**src/rtl/swb_pkg.sv**
```systemverilog
// Package: shared constants and role type for the frame switching buffers.
// Assumes: none; pure declarations.
package swb_pkg;

    // Which side of a buffer the mover sits on; decides whether a hold stage exists.
    typedef enum logic {
        ROLE_TX = 1'b0,   // mover writes, interface reads
        ROLE_RX = 1'b1    // interface writes, mover reads
    } swb_role_e;

    localparam int DEF_NCH = 32;
    localparam int DEF_DW  = 8;

endpackage

```
**src/rtl/swb_bank.sv**
```systemverilog
// Module: one bank of one-byte-per-channel storage with per-slot valid flags.
// A slot whose flag is clear reads as all ones (idle). A clear and a write
// in the same cycle leave only the written slot valid.
// Assumes: wch and rch are below NCH.
module swb_bank #(
    parameter int NCH = 32,
    parameter int DW  = 8,
    localparam int CW = $clog2(NCH)
) (
    input  logic              clk,
    input  logic              rst_n,
    input  logic              clr,
    input  logic              we,
    input  logic [CW-1:0]     wch,
    input  logic [DW-1:0]     wdata,
    input  logic [CW-1:0]     rch,
    output logic [DW-1:0]     rdata,
    output logic [NCH*DW-1:0] all_data,
    output logic [NCH-1:0]    all_vld
);

    logic [DW-1:0]  mem [NCH];
    logic [NCH-1:0] vld_q;

    // Valid flags: wiped on clear, set by a write (write applied after clear).
    always_ff @(posedge clk) begin
        if (!rst_n) begin
            vld_q <= '0;
        end else begin
            if (clr) vld_q <= '0;
            if (we)  vld_q[wch] <= 1'b1;
        end
    end

    // Data storage: plain write port, no reset needed behind the flags.
    always_ff @(posedge clk) begin
        if (we) mem[wch] <= wdata;
    end

    // Read port: idle pattern for empty slots.
    always_comb begin
        rdata = vld_q[rch] ? mem[rch] : {DW{1'b1}};
    end

    // Whole-bank export for the hold stage.
    genvar g;
    generate
        for (g = 0; g < NCH; g++) begin : g_flat
            assign all_data[g*DW +: DW] = mem[g];
        end
    endgenerate
    assign all_vld = vld_q;

endmodule

```
**src/rtl/swb_hold.sv**
```systemverilog
// Module: frame hold bank. On load it copies an entire bank (data and flags),
// giving one extra frame of delay on the transmit path.
// Assumes: load is the frame strobe; inputs are the bank being released.
module swb_hold #(
    parameter int NCH = 32,
    parameter int DW  = 8,
    localparam int CW = $clog2(NCH)
) (
    input  logic              clk,
    input  logic              rst_n,
    input  logic              load,
    input  logic [NCH*DW-1:0] in_data,
    input  logic [NCH-1:0]    in_vld,
    input  logic [CW-1:0]     rch,
    output logic [DW-1:0]     rdata
);

    logic [NCH*DW-1:0] data_q;
    logic [NCH-1:0]    vld_q;

    // Flags: cleared by reset, replaced wholesale at each load.
    always_ff @(posedge clk) begin
        if (!rst_n)    vld_q <= '0;
        else if (load) vld_q <= in_vld;
    end

    // Data: captured wholesale at each load.
    always_ff @(posedge clk) begin
        if (load) data_q <= in_data;
    end

    // Read port with idle pattern.
    always_comb begin
        rdata = vld_q[rch] ? data_q[rch*DW +: DW] : {DW{1'b1}};
    end

endmodule

```
**src/rtl/swb_pingpong.sv**
```systemverilog
// Module: two-bank switching buffer. The bank pointer flips at each frame
// strobe; the writer always uses the bank the pointer selects after any flip
// in the current cycle, the reader uses the other one. The bank handed to
// the writer is emptied at the flip. For ROLE_TX a hold bank can add one
// frame of delay when conf_en is high.
// Assumes: frame_stb is a single-cycle pulse.
module swb_pingpong
    import swb_pkg::*;
#(
    parameter int        NCH  = 32,
    parameter int        DW   = 8,
    parameter swb_role_e ROLE = ROLE_TX,
    localparam int       CW   = $clog2(NCH)
) (
    input  logic          clk,
    input  logic          rst_n,
    input  logic          frame_stb,
    input  logic          conf_en,
    input  logic          we,
    input  logic [CW-1:0] wch,
    input  logic [DW-1:0] wdata,
    input  logic [CW-1:0] rch,
    output logic [DW-1:0] rdata
);

    logic              sel_q;
    logic              sel_now;
    logic [DW-1:0]     bank_rd  [2];
    logic [NCH*DW-1:0] bank_dat [2];
    logic [NCH-1:0]    bank_vld [2];
    logic [DW-1:0]     direct_rd;

    // Effective writer bank this cycle, including a flip on the strobe.
    assign sel_now = frame_stb ? ~sel_q : sel_q;

    // Bank pointer: flips once per frame strobe.
    always_ff @(posedge clk) begin
        if (!rst_n) sel_q <= 1'b0;
        else        sel_q <= sel_now;
    end

    genvar b;
    generate
        for (b = 0; b < 2; b++) begin : g_bank
            swb_bank #(.NCH(NCH), .DW(DW)) bank_i (
                .clk      (clk),
                .rst_n    (rst_n),
                .clr      (frame_stb && (sel_now == 1'(b))),
                .we       (we && (sel_now == 1'(b))),
                .wch      (wch),
                .wdata    (wdata),
                .rch      (rch),
                .rdata    (bank_rd[b]),
                .all_data (bank_dat[b]),
                .all_vld  (bank_vld[b])
            );
        end
    endgenerate

    assign direct_rd = bank_rd[~sel_now];

    generate
        if (ROLE == ROLE_TX) begin : g_tx
            logic [DW-1:0] hold_rd;
            swb_hold #(.NCH(NCH), .DW(DW)) hold_i (
                .clk     (clk),
                .rst_n   (rst_n),
                .load    (frame_stb),
                .in_data (bank_dat[~sel_q]),
                .in_vld  (bank_vld[~sel_q]),
                .rch     (rch),
                .rdata   (hold_rd)
            );
            assign rdata = conf_en ? hold_rd : direct_rd;
        end else begin : g_rx
            logic unused_rx;
            assign unused_rx = conf_en ^ (^bank_dat[0]) ^ (^bank_dat[1])
                             ^ (^bank_vld[0]) ^ (^bank_vld[1]);
            assign rdata = direct_rd;
        end
    endgenerate

endmodule

```
**src/rtl/frame_switch_buffers.sv**
```systemverilog
// Module: set of four frame switching buffers (line TX/RX, PCM TX/RX)
// sharing one frame strobe and one conference-delay mode bit.
// Assumes: synchronous active-low reset; one frame strobe pulse per frame.
module frame_switch_buffers
    import swb_pkg::*;
#(
    parameter int  NCH = DEF_NCH,
    parameter int  DW  = DEF_DW,
    localparam int CW  = $clog2(NCH)
) (
    input  logic          clk,
    input  logic          rst_n,
    input  logic          frame_stb,
    input  logic          conf_en,
    input  logic          mv_lt_we,
    input  logic [CW-1:0] mv_lt_ch,
    input  logic [DW-1:0] mv_lt_wdata,
    input  logic [CW-1:0] ln_tx_ch,
    output logic [DW-1:0] ln_tx_data,
    input  logic          ln_rx_we,
    input  logic [CW-1:0] ln_rx_ch,
    input  logic [DW-1:0] ln_rx_data,
    input  logic [CW-1:0] mv_lr_ch,
    output logic [DW-1:0] mv_lr_rdata,
    input  logic          mv_pt_we,
    input  logic [CW-1:0] mv_pt_ch,
    input  logic [DW-1:0] mv_pt_wdata,
    input  logic [CW-1:0] pcm_tx_ch,
    output logic [DW-1:0] pcm_tx_data,
    input  logic          pcm_rx_we,
    input  logic [CW-1:0] pcm_rx_ch,
    input  logic [DW-1:0] pcm_rx_data,
    input  logic [CW-1:0] mv_pr_ch,
    output logic [DW-1:0] mv_pr_rdata
);

    // Line transmit: mover fills, line interface drains.
    swb_pingpong #(.NCH(NCH), .DW(DW), .ROLE(ROLE_TX)) line_tx_i (
        .clk(clk), .rst_n(rst_n), .frame_stb(frame_stb), .conf_en(conf_en),
        .we(mv_lt_we), .wch(mv_lt_ch), .wdata(mv_lt_wdata),
        .rch(ln_tx_ch), .rdata(ln_tx_data)
    );

    // Line receive: line interface fills, mover drains.
    swb_pingpong #(.NCH(NCH), .DW(DW), .ROLE(ROLE_RX)) line_rx_i (
        .clk(clk), .rst_n(rst_n), .frame_stb(frame_stb), .conf_en(conf_en),
        .we(ln_rx_we), .wch(ln_rx_ch), .wdata(ln_rx_data),
        .rch(mv_lr_ch), .rdata(mv_lr_rdata)
    );

    // PCM transmit: mover fills, PCM interface drains.
    swb_pingpong #(.NCH(NCH), .DW(DW), .ROLE(ROLE_TX)) pcm_tx_i (
        .clk(clk), .rst_n(rst_n), .frame_stb(frame_stb), .conf_en(conf_en),
        .we(mv_pt_we), .wch(mv_pt_ch), .wdata(mv_pt_wdata),
        .rch(pcm_tx_ch), .rdata(pcm_tx_data)
    );

    // PCM receive: PCM interface fills, mover drains.
    swb_pingpong #(.NCH(NCH), .DW(DW), .ROLE(ROLE_RX)) pcm_rx_i (
        .clk(clk), .rst_n(rst_n), .frame_stb(frame_stb), .conf_en(conf_en),
        .we(pcm_rx_we), .wch(pcm_rx_ch), .wdata(pcm_rx_data),
        .rch(mv_pr_ch), .rdata(mv_pr_rdata)
    );

endmodule

```
**config.mk**
```make
export PLATFORM = sky130hd
export DESIGN_NAME = frame_switch_buffers
export DESIGN_NICKNAME = d
export VERILOG_FILES = /design/src/rtl/swb_pkg.sv /design/src/rtl/swb_bank.sv /design/src/rtl/swb_hold.sv /design/src/rtl/swb_pingpong.sv /design/src/rtl/frame_switch_buffers.sv
export SDC_FILE = /design/constraint.sdc
export NUM_CORES = 2
export LEC_CHECK = 0
export BUFFER_PORTS_ARGS = -buffer_cell sky130_fd_sc_hd__buf_2
export CORE_ASPECT_RATIO = 1.5
export CORE_MARGIN = 4
export CORE_UTILIZATION = 65
export CTS_CLUSTER_DIAMETER = 200
export DETAILED_ROUTE_END_ITERATION = 10
export PLACE_DENSITY = 0.88
export SYNTH_ARGS = -nofsm -noshare
export SYNTH_HDL_FRONTEND = slang
export SYNTH_HIERARCHICAL = 1
export SYNTH_SLANG_ARGS = --single-unit
```
**constraint.sdc**
```tcl
create_clock -name clk -period 8.7 [get_ports clk]
set_input_delay 0.435 -clock clk [delete_from_list [all_inputs] [get_ports clk]]
set_output_delay 0.435 -clock clk [all_outputs]
set_load 0.02 [all_outputs]
```
==> results.py <==
metrics = {
    "cts": {
        "ctsResizeCount": 0,
        "cts_hold_buffers": 0,
        "postCtsSetupBuffers": 0,
        "tritoncts": "yes",
        "clockBufferDepth": 4,
        "clock-sinks": 2884,
        "cts_root_buf": "clkbuf_16",
        "numCtsBuffers": 248,
        "clk_pin_slew_ns": 0.06,
        "clk_latency_ns": 0.90,
        "ctsHtreeMaxLevel": 4,
    },
    "die": {
        "die_h_um": 545.3,
        "fp-row-count": 197,
        "pin_count": 112,
        "start_util_pct": 65.24,
        "core_um2": 191800,
        "design.die.area_um2": 199700,
        "die_x_um": 366.2,
    },
    "sta": {
        "min_period_ns": 5.241,
        "holdWs_ns": 0.1117,
        "finalSetupTns_ns": 0,
        "slew_violations": 0,
        "slew_headroom_pct": 3.263,
        "setup_viol": 0,
        "hold_viol": 0,
        "fin_worst_skew_ns": 0.08305,
        "worst_slew_pin_slew_ns": 1.446,
        "rsz0062_at_grt": "false",
        "period_share_pct": 60.24,
        "fmax_mhz": 190.8,
    },
    "final_layout": {
        "area_delta_synth_final_pct": 7.846,
        "stdcell_area_um2": 134900,
        "fin_cells": 9995,
        "drive_above_1_share_pct": 21.13,
        "nNetsFinal": 7375,
    },
    "global_routing": {
        "grt_overflow": 0,
        "grt_pass1_vias": 71204,
        "grt_start_max_net_pins": 187,
        "antenna_found_initial": 20,
        "grt_pass1_wl_um": 468600,
        "grt_use_total_pct": 31.39,
    },
    "logic_synthesis": {
        "syn_nets": 7356,
        "synth_common_cells": "2560 x edfxtp_1, 800 x mux2i_1, 414 x mux2_4, 344 x nor2b_1, 336 x o21a_1",
        "synth_warnings": 6,
        "yosysSeqAreaShare_pct": 66.63,
        "synth-main-ff-cell": "edfxtp_1",
        "ys_top_cells_by_area": "edfxtp_1 61%, mux2i_1 6.4%, mux4_2 5.8%, dfxtp_1 5.2%, mux2_4 5.0%",
        "synthCells": 7268,
        "synth_top_area_cell": "edfxtp_1",
        "yosysUniqueCellTypes": 42,
        "async_reset_ff_share_pct": 0,
        "synth_edf_count": 2560,
        "synth_most_common_cell": "edfxtp_1",
        "ys_seq_elements": 2884,
        "synth_top_area_share_pct": 61.45,
        "syn-cell-area_um2": 125100,
        "syn_area_per_cell_um2": 17.21,
    },
    "worst_setup_path": {
        "crit_required_ns": 8.27,
        "r2r_start": "line_tx_i/sel_q",
        "worstSetupEndpointType": "output pin",
        "reg2regPathDepth": 5,
        "ff2ff_setup_slack_ns": 4.51,
        "crit_type": "input pin to output pin",
        "critical_path.top_delay_family": "compound AO/OA/AOI/OAI gates",
        "worstPathMaxFanout": 57,
        "start_kind": "input pin",
        "slowest_delay_ns": 0.80,
        "crit_slowest_cell": "a22oi_1",
        "crit_chain": "buf_6 > buf_4 > nor2_1 > a22oi_1 > a22o_1 > o311ai_1 > o211ai_1 > mux2i_1 > o21ai_0 > buf_2",
        "crit_buf_inv": 3,
        "r2r_end": "line_tx_i/g_bank[0].bank_i/mem[4][5]",
        "cp_data_arrival_time_ns": 4.81,
    },
    "power": {
        "power_leakage_nw": 46.06,
        "p_per_area_nw_per_um2": 213.3,
        "peakVddDrop_mv": 0.2410,
    },
    "route": {
        "via_per_inst": 7.015,
        "num_vias": 70115,
        "drc": 0,
        "wirelength_um": 318900,
        "drt_iter0_markers": 9281,
        "ant_nets": 0,
        "firstDrtPassIters": 9,
        "wl_per_cell_um": 31.90,
    },
    "placement": {
        "dp.cells": 9524,
        "dpl_cell_area_um2": 126700,
        "dpl.hpwl_um": 202800,
        "io_buffer_count": 111,
        "place_congestion": 1.087,
    },
    "outcome": {
        "status": "complete, no violations",
    },
    "min_path": {
        "whs_path_depth": 2,
        "hold_path.class": "input pin to register",
        "hp-start": "rst_n",
        "hold_end": "pcm_tx_i/g_bank[1].bank_i/all_vld[11]",
    },
    "job": {
        "cap_violations": 0,
    },
}
cells by family (layout without fill, tap and decap cells):
logic type      after synthesis  count (layout)  synth area share [%]
fa+ha+maj                     8               8               0.08001
flops                      2884            2884                 66.63
buf+inv                     484             709                 2.600
simple gates                928             928                 4.046
mux                        1792            1792                 19.45
other cells                   0              15                     0
compound gates             1172            1172                 7.191
area by class of cell:
type / instances / area [um2]
Antenna cell: 15 / 37.54
Clock buffer: 315 / 6670
Clock inverter: 141 / 1488
Fill cell: 11194 / 56840
Inverter: 24 / 90.09
Multi-Input combinational cell: 3900 / 38510
Sequential cell: 2884 / 83370
Tap cell: 2487 / 3112
Timing Repair Buffer: 229 / 1649
placed cells by master (no fill, tap or decap), types with 38 or more instances in the layout:
cell type	netlist	layout
edfxtp_1	2560	2560
mux2i_1	800	800
mux2_4	414	414
nor2b_1	344	344
o21a_1	336	336
dfxtp_1	324	322
mux4_2	320	320
nor2_1	284	284
clkbuf_16	0	250
a221oi_1	230	230
mux2_2	178	178
buf_4	70	112
a21oi_1	110	110
a22o_1	110	110
buf_2	86	99
o21ai_0	96	96
a22oi_1	90	90
mux2_1	80	80
o311ai_1	80	80
o211ai_1	80	80
or2_0	70	70
clkbuf_1	128	48
nand3_1	46	46
clkinv_2	0	45
nand2_1	44	44
nand3b_1	40	40
clkinv_1	0	38
worst max path at each step:
stage	from	end	slack [ns]	cells past startpoint
2_1_floorplan	line_tx_i/sel_q	line_tx_i/g_bank[0].bank_i/mem[0][0]	5.81	10
3_3_place_gp	pcm_tx_ch[1]	pcm_tx_data[7]	3.97	11
3_5_place_dp	pcm_tx_ch[1]	pcm_tx_data[7]	3.94	11
4_1_cts	pcm_tx_ch[1]	pcm_tx_data[7]	3.93	11
5_1_grt	ln_tx_ch[1]	ln_tx_data[3]	3.49	10
6_report	ln_tx_ch[1]	ln_tx_data[3]	3.46	10
state kept, by name, indices dropped and copies added, names as in the netlist:
name / flops
line_rx_i/g_bank.bank_i/all_vld: 64
line_tx_i/g_bank.bank_i/all_vld: 64
pcm_tx_i/g_bank.bank_i/mem: 512
pcm_tx_i/g_bank.bank_i/all_vld: 64
pcm_rx_i/g_bank.bank_i/mem: 512
pcm_tx_i/g_tx.hold_i/vld_q: 32
line_tx_i/g_tx.hold_i/data_q: 256
line_rx_i/g_bank.bank_i/mem: 512
line_tx_i/g_bank.bank_i/mem: 512
pcm_tx_i/g_tx.hold_i/data_q: 256
pcm_rx_i/g_bank.bank_i/all_vld: 64
line_rx_i/sel_q: 1
pcm_tx_i/sel_q: 1
line_tx_i/sel_q: 1
line_tx_i/g_tx.hold_i/vld_q: 32
pcm_rx_i/sel_q: 1
metal layers:
layer	GRT usage, %	routed length, um
met5	0	19
met4	23.40	30020
met3	6.257	28830
met2	53.37	159700
met1	35.13	100300
metrics by stage:
| stage | power [mW] | worst slack [ns] | utilization (%) |
|---|---|---|---|
| 5_1_grt | 29.53 | 3.488 | 70.34 |
| 3_5_place_dp | 17.85 | 3.945 | 66.08 |
| 3_3_place_gp | 17.77 | 3.973 | 66.08 |
| 2_1_floorplan | 17.11 | 5.808 | - |
| 4_1_cts | 28.80 | 3.931 | 70.34 |
| 6_report | 28.78 | 3.459 | 70.36 |
report_power, final:
part | switching (mW) | total [mW] | leakage [nW] | internal (mW)
Clock | 4.94 | 11.1 | 3.96 | 6.20
Sequential | 0.0832 | 15.4 | 26.0 | 15.3
Combinational | 1.43 | 2.28 | 16.0 | 0.845
Total | 6.45 | 28.8 | 46.1 | 22.3
Power figures use the tool's default switching activity.
